### src/rtl/snser_pkg.sv
package snser_pkg;
  // Scrambler polynomial X^SCR_LEN + X^SCR_TAP + 1
  localparam int SCR_LEN  = 9;
  localparam int SCR_TAP  = 4;
  // Word periods between capture and parity presentation
  localparam int PAR_DLY  = 2;
endpackage

### src/rtl/snser_timer.sv
module snser_timer #(
  parameter int WORD_W = 20,
  parameter int PH_W   = 2
) (
  input  logic                      clk_i,
  input  logic                      rst_i,
  input  logic [PH_W-1:0]           phase_sel_i,
  output logic [$clog2(WORD_W)-1:0] cnt_o,
  output logic [PH_W-1:0]           phase_q_o,
  output logic                      wclk_o,
  output logic                      load_o,
  output logic                      xfer_o
);
  localparam int CW   = $clog2(WORD_W);
  localparam int OFFS = WORD_W >> PH_W;

  logic [CW-1:0]   cnt_q;
  logic [PH_W-1:0] ph_q;
  logic [PH_W-1:0] ph_eff;
  logic [CW-1:0]   load_pt;
  logic            start;

  assign start = (cnt_q == '0);

  // The select is honoured only at the first count of a period
  always_comb ph_eff  = start ? phase_sel_i : ph_q;
  always_comb load_pt = CW'(OFFS * int'(ph_eff));

  always_ff @(posedge clk_i) begin
    if (rst_i) begin
      cnt_q <= '0;
      ph_q  <= '0;
    end else begin
      cnt_q <= (cnt_q == CW'(WORD_W - 1)) ? '0 : cnt_q + 1'b1;
      if (start) ph_q <= phase_sel_i;
    end
  end

  assign cnt_o     = cnt_q;
  assign phase_q_o = ph_q;
  assign wclk_o    = (cnt_q < CW'(WORD_W / 2));
  assign load_o    = (cnt_q == load_pt);
  assign xfer_o    = (cnt_q == CW'(WORD_W - 1));
endmodule

### src/rtl/snser_path.sv
module snser_path #(
  parameter int WORD_W  = 20,
  parameter int PAR_DLY = 2
) (
  input  logic              clk_i,
  input  logic              rst_i,
  input  logic              load_i,
  input  logic              xfer_i,
  input  logic [WORD_W-1:0] word_i,
  output logic              bit_o,
  output logic              parity_o
);
  logic [WORD_W-1:0]  hold_q;
  logic [WORD_W-1:0]  shf_q;
  logic [PAR_DLY:0]   par_q;

  always_ff @(posedge clk_i) begin
    if (rst_i) begin
      hold_q <= '0;
      par_q  <= '0;
    end else if (load_i) begin
      hold_q <= word_i;
      par_q  <= {par_q[PAR_DLY-1:0], ^word_i};
    end
  end

  // Shifter reloads once per period at a fixed count, independent of phase
  always_ff @(posedge clk_i) begin
    if (rst_i)       shf_q <= '0;
    else if (xfer_i) shf_q <= hold_q;
    else             shf_q <= {1'b0, shf_q[WORD_W-1:1]};
  end

  assign bit_o    = shf_q[0];
  assign parity_o = par_q[PAR_DLY];
endmodule

### src/rtl/snser_scr_nrzi.sv
module snser_scr_nrzi #(
  parameter int LEN = snser_pkg::SCR_LEN,
  parameter int TAP = snser_pkg::SCR_TAP
) (
  input  logic clk_i,
  input  logic rst_i,
  input  logic bit_i,
  output logic scr_o,
  output logic sdo_o
);
  logic [LEN-1:0] hist_q;   // hist_q[i] = scrambled bit from i+1 clocks ago
  logic           line_q;
  logic           scr;

  assign scr = bit_i ^ hist_q[TAP-1] ^ hist_q[LEN-1];

  always_ff @(posedge clk_i) begin
    if (rst_i) begin
      hist_q <= '0;
      line_q <= 1'b0;
    end else begin
      hist_q <= {hist_q[LEN-2:0], scr};
      line_q <= line_q ^ scr;
    end
  end

  assign scr_o = scr;
  assign sdo_o = line_q;
endmodule

### src/rtl/scr_nrzi_ser.sv
module scr_nrzi_ser #(
  parameter int WORD_W  = 20,
  parameter int PH_W    = 2,
  parameter int PAR_DLY = snser_pkg::PAR_DLY,
  parameter int SCR_LEN = snser_pkg::SCR_LEN,
  parameter int SCR_TAP = snser_pkg::SCR_TAP
) (
  input  logic              clk_i,
  input  logic              rst_i,
  input  logic [WORD_W-1:0] word_i,
  input  logic [PH_W-1:0]   phase_sel_i,
  output logic              wclk_o,
  output logic              sdo_o,
  output logic              parity_o
);
  localparam int CW = $clog2(WORD_W);

  logic [CW-1:0]   cnt_w;
  logic [PH_W-1:0] ph_q_w;
  logic            load_w;
  logic            xfer_w;
  logic            ser_bit_w;
  logic            scr_bit_w;

  snser_timer #(.WORD_W(WORD_W), .PH_W(PH_W)) u_timer (
    .clk_i       (clk_i),
    .rst_i       (rst_i),
    .phase_sel_i (phase_sel_i),
    .cnt_o       (cnt_w),
    .phase_q_o   (ph_q_w),
    .wclk_o      (wclk_o),
    .load_o      (load_w),
    .xfer_o      (xfer_w)
  );

  snser_path #(.WORD_W(WORD_W), .PAR_DLY(PAR_DLY)) u_path (
    .clk_i    (clk_i),
    .rst_i    (rst_i),
    .load_i   (load_w),
    .xfer_i   (xfer_w),
    .word_i   (word_i),
    .bit_o    (ser_bit_w),
    .parity_o (parity_o)
  );

  snser_scr_nrzi #(.LEN(SCR_LEN), .TAP(SCR_TAP)) u_line (
    .clk_i (clk_i),
    .rst_i (rst_i),
    .bit_i (ser_bit_w),
    .scr_o (scr_bit_w),
    .sdo_o (sdo_o)
  );
endmodule

### config.mk
export PLATFORM = sky130hd
export DESIGN_NAME = scr_nrzi_ser
export DESIGN_NICKNAME = d
export VERILOG_FILES = /design/src/rtl/snser_pkg.sv /design/src/rtl/snser_timer.sv /design/src/rtl/snser_path.sv /design/src/rtl/snser_scr_nrzi.sv /design/src/rtl/scr_nrzi_ser.sv
export SDC_FILE = /design/constraint.sdc
export NUM_CORES = 1
export LEC_CHECK = 0
export BUFFER_PORTS_ARGS = -buffer_cell sky130_fd_sc_hd__buf_4
export CAP_MARGIN = 20
export CORE_MARGIN = 2
export CORE_UTILIZATION = 50
export CTS_BUF_LIST = sky130_fd_sc_hd__clkbuf_4 sky130_fd_sc_hd__clkbuf_8
export DETAILED_ROUTE_END_ITERATION = 7
export PLACE_DENSITY = 0.71
export SYNTH_ARGS = -nofsm -noshare
export SYNTH_HDL_FRONTEND = slang
export SYNTH_SLANG_ARGS = --single-unit
export TNS_END_PERCENT = 20
### constraint.sdc
create_clock -name clk_i -period 2.03 [get_ports clk_i]
set_input_delay 0.1015 -clock clk_i [delete_from_list [all_inputs] [get_ports clk_i]]
set_output_delay 0.1015 -clock clk_i [all_outputs]
set_load 0.05 [all_outputs]
==> impl_metrics.csv, run 1 <==
group,metric,value,unit
routing,vias,1963,
timing,setup_viol,0,
hold_path,hold_path_end,"u_path.hold_q[6]",
floorplan,core,0.00466,sq mm
cells_and_area,fillers,424,
routing,route.detailed.drc,0,
place,globalplace.congestion,0.735,
power,p_per_area,964,mW/mm^2
place,port_buffers,26,
yosys,yosys.area.top_type,"dfxtp_1",
floorplan,start_util,51.5,%
timing,slew_viol_final,0,
setup_path,r2r-start,"u_timer.cnt_o[0]",
routing,postRouteAntennaNets,0,
run_status,outcome,"complete, no violations",
setup_path,reg2regPathDepth,8,
yosys,synth_top_area_share,50.1,%
setup_path,worst_setup_path_end_kind,"register",
setup_path,critical_path.max_fanout,12,
grt,grt_pass1_wl,8.10,mm
grt,gr-total-overflow,0,
yosys,yosys-top-cells-area,"dfxtp_1, a21oi_1, xnor2_1",
cells_and_area,multi_input_area,0.00112,sq mm
hold_path,min_path_cells,3,
floorplan,dieWidth,73.3,um
clocking,clkTransAtPathRegs,0.06,ns
setup_path,worstSetupPathType,"reg2reg",
timing,fin_skew,0.00346,ns
yosys,synth_area_per_cell,8.69,sq um
cells_and_area,nets,331,
floorplan,rows,25,
power,ir_drop,0.596,mV
cells_and_area,seq_area,0.00120,sq mm
setup_path,r2r_slack,0.05,ns
timing,worst_slew_pin_slew,0.637,ns
clocking,ctsHoldBuffers,0,
clocking,clock-sinks,60,
clocking,numCtsBuffers,9,
clocking,clockBufferDepth,2,
floorplan,dieArea,0.00537,sq mm
setup_path,cp-start-kind,"register",
cells_and_area,area_growth,22.0,%
hold_path,worstHoldStart,"word_i[6]",
cells_and_area,antenna_cells,0,
yosys,synthesis.area,0.00240,sq mm
timing,min_period,1.98,ns
yosys,yosys_warnings,0,
hold_path,min_path_type,"in2reg",
routing,dr.first_iter.drc_count,124,
power,p_leak,1.10,nW
place,hpwl,2.92,mm
clocking,worstSkewPairLatency,0.33,ns
cells_and_area,layout-drive-gt1-share,19.5,%
timing,finalHoldViolations,0,
timing,fmax,0.505,GHz
grt,antenna_found_initial,0,
routing,routedWlPerCell,13.8,um
clocking,root_buffer,"clkbuf_8",
routing,drt_wl_total,5.00,mm
yosys,syn_inst,276,
yosys,ys_ff_latch,60,
timing,rsz0062_at_grt,"true",
grt,grt_max_degree,61,
timing,hold_ws,0.0407,ns
routing,drtPass1Iterations,4,
clocking,h-tree-depth,3,
job,cap_viol_max_count,0,
routing,vias_per_cell,5.42,
grt,grt_usage,20.2,%
yosys,syn-num-nets,302,
cells_and_area,post-route-util,62.8,%
setup_path,arrival,2.17,ns
grt,grt_pass1_vias,1851,
setup_path,r2r_end,"u_path.par_q[0]",
yosys,synth-seq-area-share,50.1,%
floorplan,die-height,73.3,um
floorplan,pin_count,27,
timing,maxSlewHeadroom,57.2,%
yosys,synth_cell_type_count,28,
timing,finalCritPeriodShare,97.5,%
setup_path,required,2.22,ns
clocking,cts_tree,"yes",
[routing by layer]
metal	vias to the layer above	share of wire (%)	global-route usage (%)	wire, um
met5	-	0	0	0
li1	980	-	-	-
met4	0	1.7	10.9	84
met2	45	46	32.0	2320
met3	9	4.6	6.86	229
met1	929	47	24.0	2360
[synthesized netlist by cell type]
cell type  instances
ha_1               2
dfxtp_1           60
and3_1             2
buf_4              2
clkbuf_1          10
nor2_1            11
nor4b_4            1
nand2_1           40
xor2_1             4
a21o_1             1
nor3_1             3
inv_1              3
a22oi_1            1
mux2_2             1
mux2i_1            3
buf_1              3
a21oi_1           43
nor2b_1            8
nand3_1           24
xnor2_1           18
a211oi_2           1
o21a_1             1
o21ai_0            4
nor3b_1            2
buf_2              7
xnor3_1            1
mux2i_2            1
o21ai_1           19
[final cells by class]
class	instances	share of cell area, %
clock buffers	12	5.43
clock inverters	2	1.20
inverters	3	0.385
multi-input cells	192	38.4
flip-flops and latches	60	41.0
well taps	54	2.31
repair buffers	39	11.3
[critical path, cell delays in order (launching register included)]
cell      delay (ns)
dfxtp_1         0.31
inv_1           0.05
ha_1            0.14
nor4b_4         0.26
mux2i_2         0.30
buf_4           0.18
mux2_4          0.39
a21oi_2         0.17
a211oi_2        0.06
[power breakdown]
part           internal [mW]  switching, mW
logic                  0.236          0.270
registers               1.23         0.0260
clock network          0.632          0.426
total                   2.10          0.722
[kinds of logic (layout without fill, tap and decap cells)]
| family | after synthesis | after routing | synth area share, % |
|---|---|---|---|
| AO/OA/AOI/OAI | 70 | 70 | 15.2 |
| AND/OR/NAND/NOR | 91 | 91 | 17.8 |
| multiplexers | 5 | 6 | 2.29 |
| XOR/XNOR | 23 | 23 | 8.97 |
| flip-flops | 60 | 60 | 50.1 |
| buffers and inverters | 25 | 56 | 4.59 |
| adder cells (fa/ha/maj) | 2 | 2 | 1.04 |
[how the worst max path moves through the flow]
stage | from | endpoint | slack [ns] | cells after the start
after floorplan | u_timer.cnt_o[4] | u_path.hold_q[0] | 0.08 | 7
after global placement | u_timer.cnt_o[0] | u_path.par_q[0] | 0.08 | 7
after detailed placement | u_timer.cnt_o[1] | u_path.par_q[0] | 0.04 | 7
after CTS | u_timer.cnt_o[1] | u_path.hold_q[19] | 0.004 | 9
after global routing | u_timer.cnt_o[0] | u_path.hold_q[18] | -0.02 | 9
final | u_timer.cnt_o[0] | u_path.par_q[0] | 0.05 | 8
[sequential cells by signal, indices dropped and copies added, names as in the netlist]
name	cells
u_timer.cnt_o	5
u_line.sdo_o	1
u_timer.phase_q_o	2
u_path.shf_q	20
u_line.hist_q	9
u_path.par_q	3
u_path.hold_q	20
[per-stage QoR]
step / setup TNS, ns / worst slack [ns] / instances / cell area (sq um) / power, mW
3_5_place_dp: 0 / 0.0390 / 346 / 2690 / 1.75
4_1_cts: 0 / 0.00392 / 360 / 2890 / 2.81
3_3_place_gp: 0 / 0.0808 / 346 / 2690 / 1.74
5_1_grt: -0.131 / -0.0227 / 362 / 2930 / 2.95
6_report: 0 / 0.0500 / 362 / 2930 / 2.82
2_1_floorplan: 0 / 0.0823 / 276 / 2400 / 1.60
[layout by cell type (no fill, tap or decap), drive strengths merged, types with 3 or more instances in the layout]
| cell type | count |
|---|---|
| buf | 39 |
| nand2 | 40 |
| inv | 3 |
| nor2 | 11 |
| dfxtp | 60 |
| clkbuf | 12 |
| nand3 | 24 |
| o21ai | 23 |
| xnor2 | 18 |
| mux2i | 4 |
| nor3 | 3 |
| nor2b | 8 |
| xor2 | 4 |
| a21oi | 43 |
[what timing repair did]
action	CTS	global route
endpoints found under the setup margin	1	23
endpoints found under the hold margin	0	0
pin swaps	0	0
cloned	0	1
buffers inserted	0	1
gates resized for setup	1	4
Note: power is estimated with default switching activity, not from simulation.
==> run 2, diff against run 1 <==
--- a/config.mk
+++ b/config.mk
@@ -12,6 +12,7 @@
 export CTS_BUF_LIST = sky130_fd_sc_hd__clkbuf_4 sky130_fd_sc_hd__clkbuf_8
 export DETAILED_ROUTE_END_ITERATION = 7
 export PLACE_DENSITY = 0.71
+export SETUP_SLACK_MARGIN = 0.4
 export SYNTH_ARGS = -nofsm -noshare
 export SYNTH_HDL_FRONTEND = slang
 export SYNTH_SLANG_ARGS = --single-unit
==> impl_metrics.csv, run 2 (synthesized netlist as in run 1, its figures left out) <==
group,metric,value,unit
run_status,outcome,"complete, no violations",
clocking,cts_tree,"yes",
place,port_buffers,26,
clocking,h-tree-depth,3,
timing,worst_slew_pin_slew,0.637,ns
timing,slew_viol_final,0,
grt,gr-total-overflow,0,
cells_and_area,antenna_cells,0,
setup_path,worstSetupPathType,"reg2reg",
floorplan,dieArea,0.00537,sq mm
hold_path,worstHoldStart,"word_i[0]",
setup_path,critical_path.max_fanout,12,
routing,drt_wl_total,5.19,mm
place,hpwl,3.06,mm
clocking,root_buffer,"clkbuf_8",
setup_path,r2r-start,"u_timer.cnt_o[1]",
place,globalplace.congestion,0.757,
power,p_total,2.72,mW
timing,fmax,0.494,GHz
setup_path,crit_chain,"inv_2, ha_4, nor4b_4, mux2i_4, mux2i_4, buf_6, nor2_2, a211oi_2",
grt,grt_usage,21.9,%
cells_and_area,instances_no_fill,367,
timing,rsz0062_at_grt,"true",
cells_and_area,area_growth,23.9,%
clocking,clockBufferDepth,2,
floorplan,pin_count,27,
clocking,clkTransAtPathRegs,0.07,ns
setup_path,required,2.29,ns
timing,maxSlewHeadroom,57.2,%
clocking,numCtsBuffers,9,
setup_path,slowest_stage,"mux2i_4",
job,cap_viol_max_count,0,
routing,postRouteAntennaNets,0,
setup_path,worst_setup_path_end_kind,"register",
setup_path,worst-path-buf-inv,2,
routing,drtPass1Iterations,4,
hold_path,min_path_cells,3,
cells_and_area,layout_commonest_cell,"dfxtp_1",
routing,dr.first_iter.drc_count,148,
power,ir_drop,0.547,mV
grt,grt_pass1_vias,1809,
power,p_per_area,916,mW/mm^2
timing,fin_skew,0.00974,ns
grt,grt_max_degree,61,
timing,finalHoldViolations,0,
grt,antenna_found_initial,0,
setup_path,cp_common_cell,"mux2i_4",
place,dp_cells,345,
setup_path,cp-start-kind,"register",
setup_path,r2r_end,"u_path.par_q[0]",
floorplan,dieWidth,73.3,um
floorplan,die-height,73.3,um
routing,routedWlPerCell,14.1,um
setup_path,cpLargestDelayFamily,"multiplexers",
hold_path,hold_path_end,"u_path.hold_q[0]",
timing,setup_viol,0,
routing,vias,1988,
floorplan,rows,25,
routing,route.detailed.drc,0,
setup_path,crit_path_max_incr_delay,0.40,ns
floorplan,core,0.00466,sq mm
power,p_leak,1.12,nW
setup_path,arrival,2.28,ns
floorplan,start_util,51.5,%
cells_and_area,nets,335,
grt,grt_pass1_wl,8.77,mm
timing,min_period,2.03,ns
cells_and_area,reg_top3,"u_path.hold_q x20, u_path.shf_q x20, u_line.hist_q x9",
timing,finalCritPeriodShare,99.8,%
setup_path,r2r_slack,0.004,ns
cells_and_area,layout_common_cells,"dfxtp_1, a21oi_1, nand2_1",
clocking,worstSkewPairLatency,0.34,ns
cells_and_area,fillers,377,
cells_and_area,layout-drive-gt1-share,23.3,%
hold_path,min_path_type,"in2reg",
timing,finalSetupTns,0,ns
setup_path,reg2regPathDepth,8,
routing,vias_per_cell,5.42,
clocking,clock-sinks,60,
run 2: what timing repair did:
item,4_1_cts,5_1_grt
hold endpoints to repair,0,0
gates cloned,3,0
gates resized for setup,13,5
endpoints found under the setup margin,23,23
pin swaps,1,7
hold buffers,0,0
buffers inserted,3,1
run 2: stage by stage:
step | worst slack (ns) | utilization (%) | area, sq um | hold WS, ns
after floorplan | 0.168 | - | 2430 | 0.249
after global placement | 0.114 | 57.6 | 2680 | 0.381
after detailed placement | 0.0187 | 57.6 | 2680 | 0.389
after CTS | 0.0308 | 63.3 | 2950 | 0.0250
after global routing | -0.0998 | 63.8 | 2970 | 0.0417
final | 0.00373 | 63.8 | 2970 | 0.0340
run 2: final cells by class:
type	instances	area (sq um)	share of cell area (%)
timing repair buffer	42	348	11.7
inverter	3	11.3	0.379
tap	54	67.6	2.27
clock inverter	3	15.0	0.505
clock buffer	12	146	4.92
multi-input combinational	193	1180	39.6
sequential	60	1210	40.6
run 2: worst max-delay path by stage:
stage | slack [ns] | from | end | cells past startpoint
final | 0.004 | u_timer.cnt_o[1] | u_path.par_q[0] | 8
after global routing | -0.1 | u_timer.cnt_o[1] | u_path.hold_q[17] | 8
after CTS | 0.03 | u_timer.cnt_o[1] | u_path.hold_q[11] | 8
after detailed placement | 0.02 | u_timer.cnt_o[1] | u_path.par_q[0] | 7
after global placement | 0.11 | u_timer.cnt_o[1] | u_path.par_q[0] | 7
after floorplan | 0.17 | u_timer.cnt_o[0] | u_path.par_q[0] | 8
run 2: routing by layer:
layer | vias to the layer above | routed length (um) | GRT usage [%]
li1 | 996 | - | -
met1 | 931 | 2470 | 30.3
met2 | 51 | 2340 | 31.9
met3 | 10 | 271 | 5.49
met4 | 0 | 115 | 10.5
met5 | - | 0 | 0
run 2: worst register-to-register path, cell delays in order, from the launching register on:
cell      delay, ns
dfxtp_4        0.34
inv_2          0.06
ha_4           0.11
nor4b_4        0.29
mux2i_4        0.40
mux2i_4        0.34
buf_6          0.19
nor2_2         0.06
a211oi_2       0.16
run 2: where the power goes:
part           internal, mW  total [mW]  switching, mW
registers              1.23        1.26         0.0287
logic                 0.266       0.555          0.290
clock network         0.470       0.905          0.435
total                  1.97        2.72          0.753
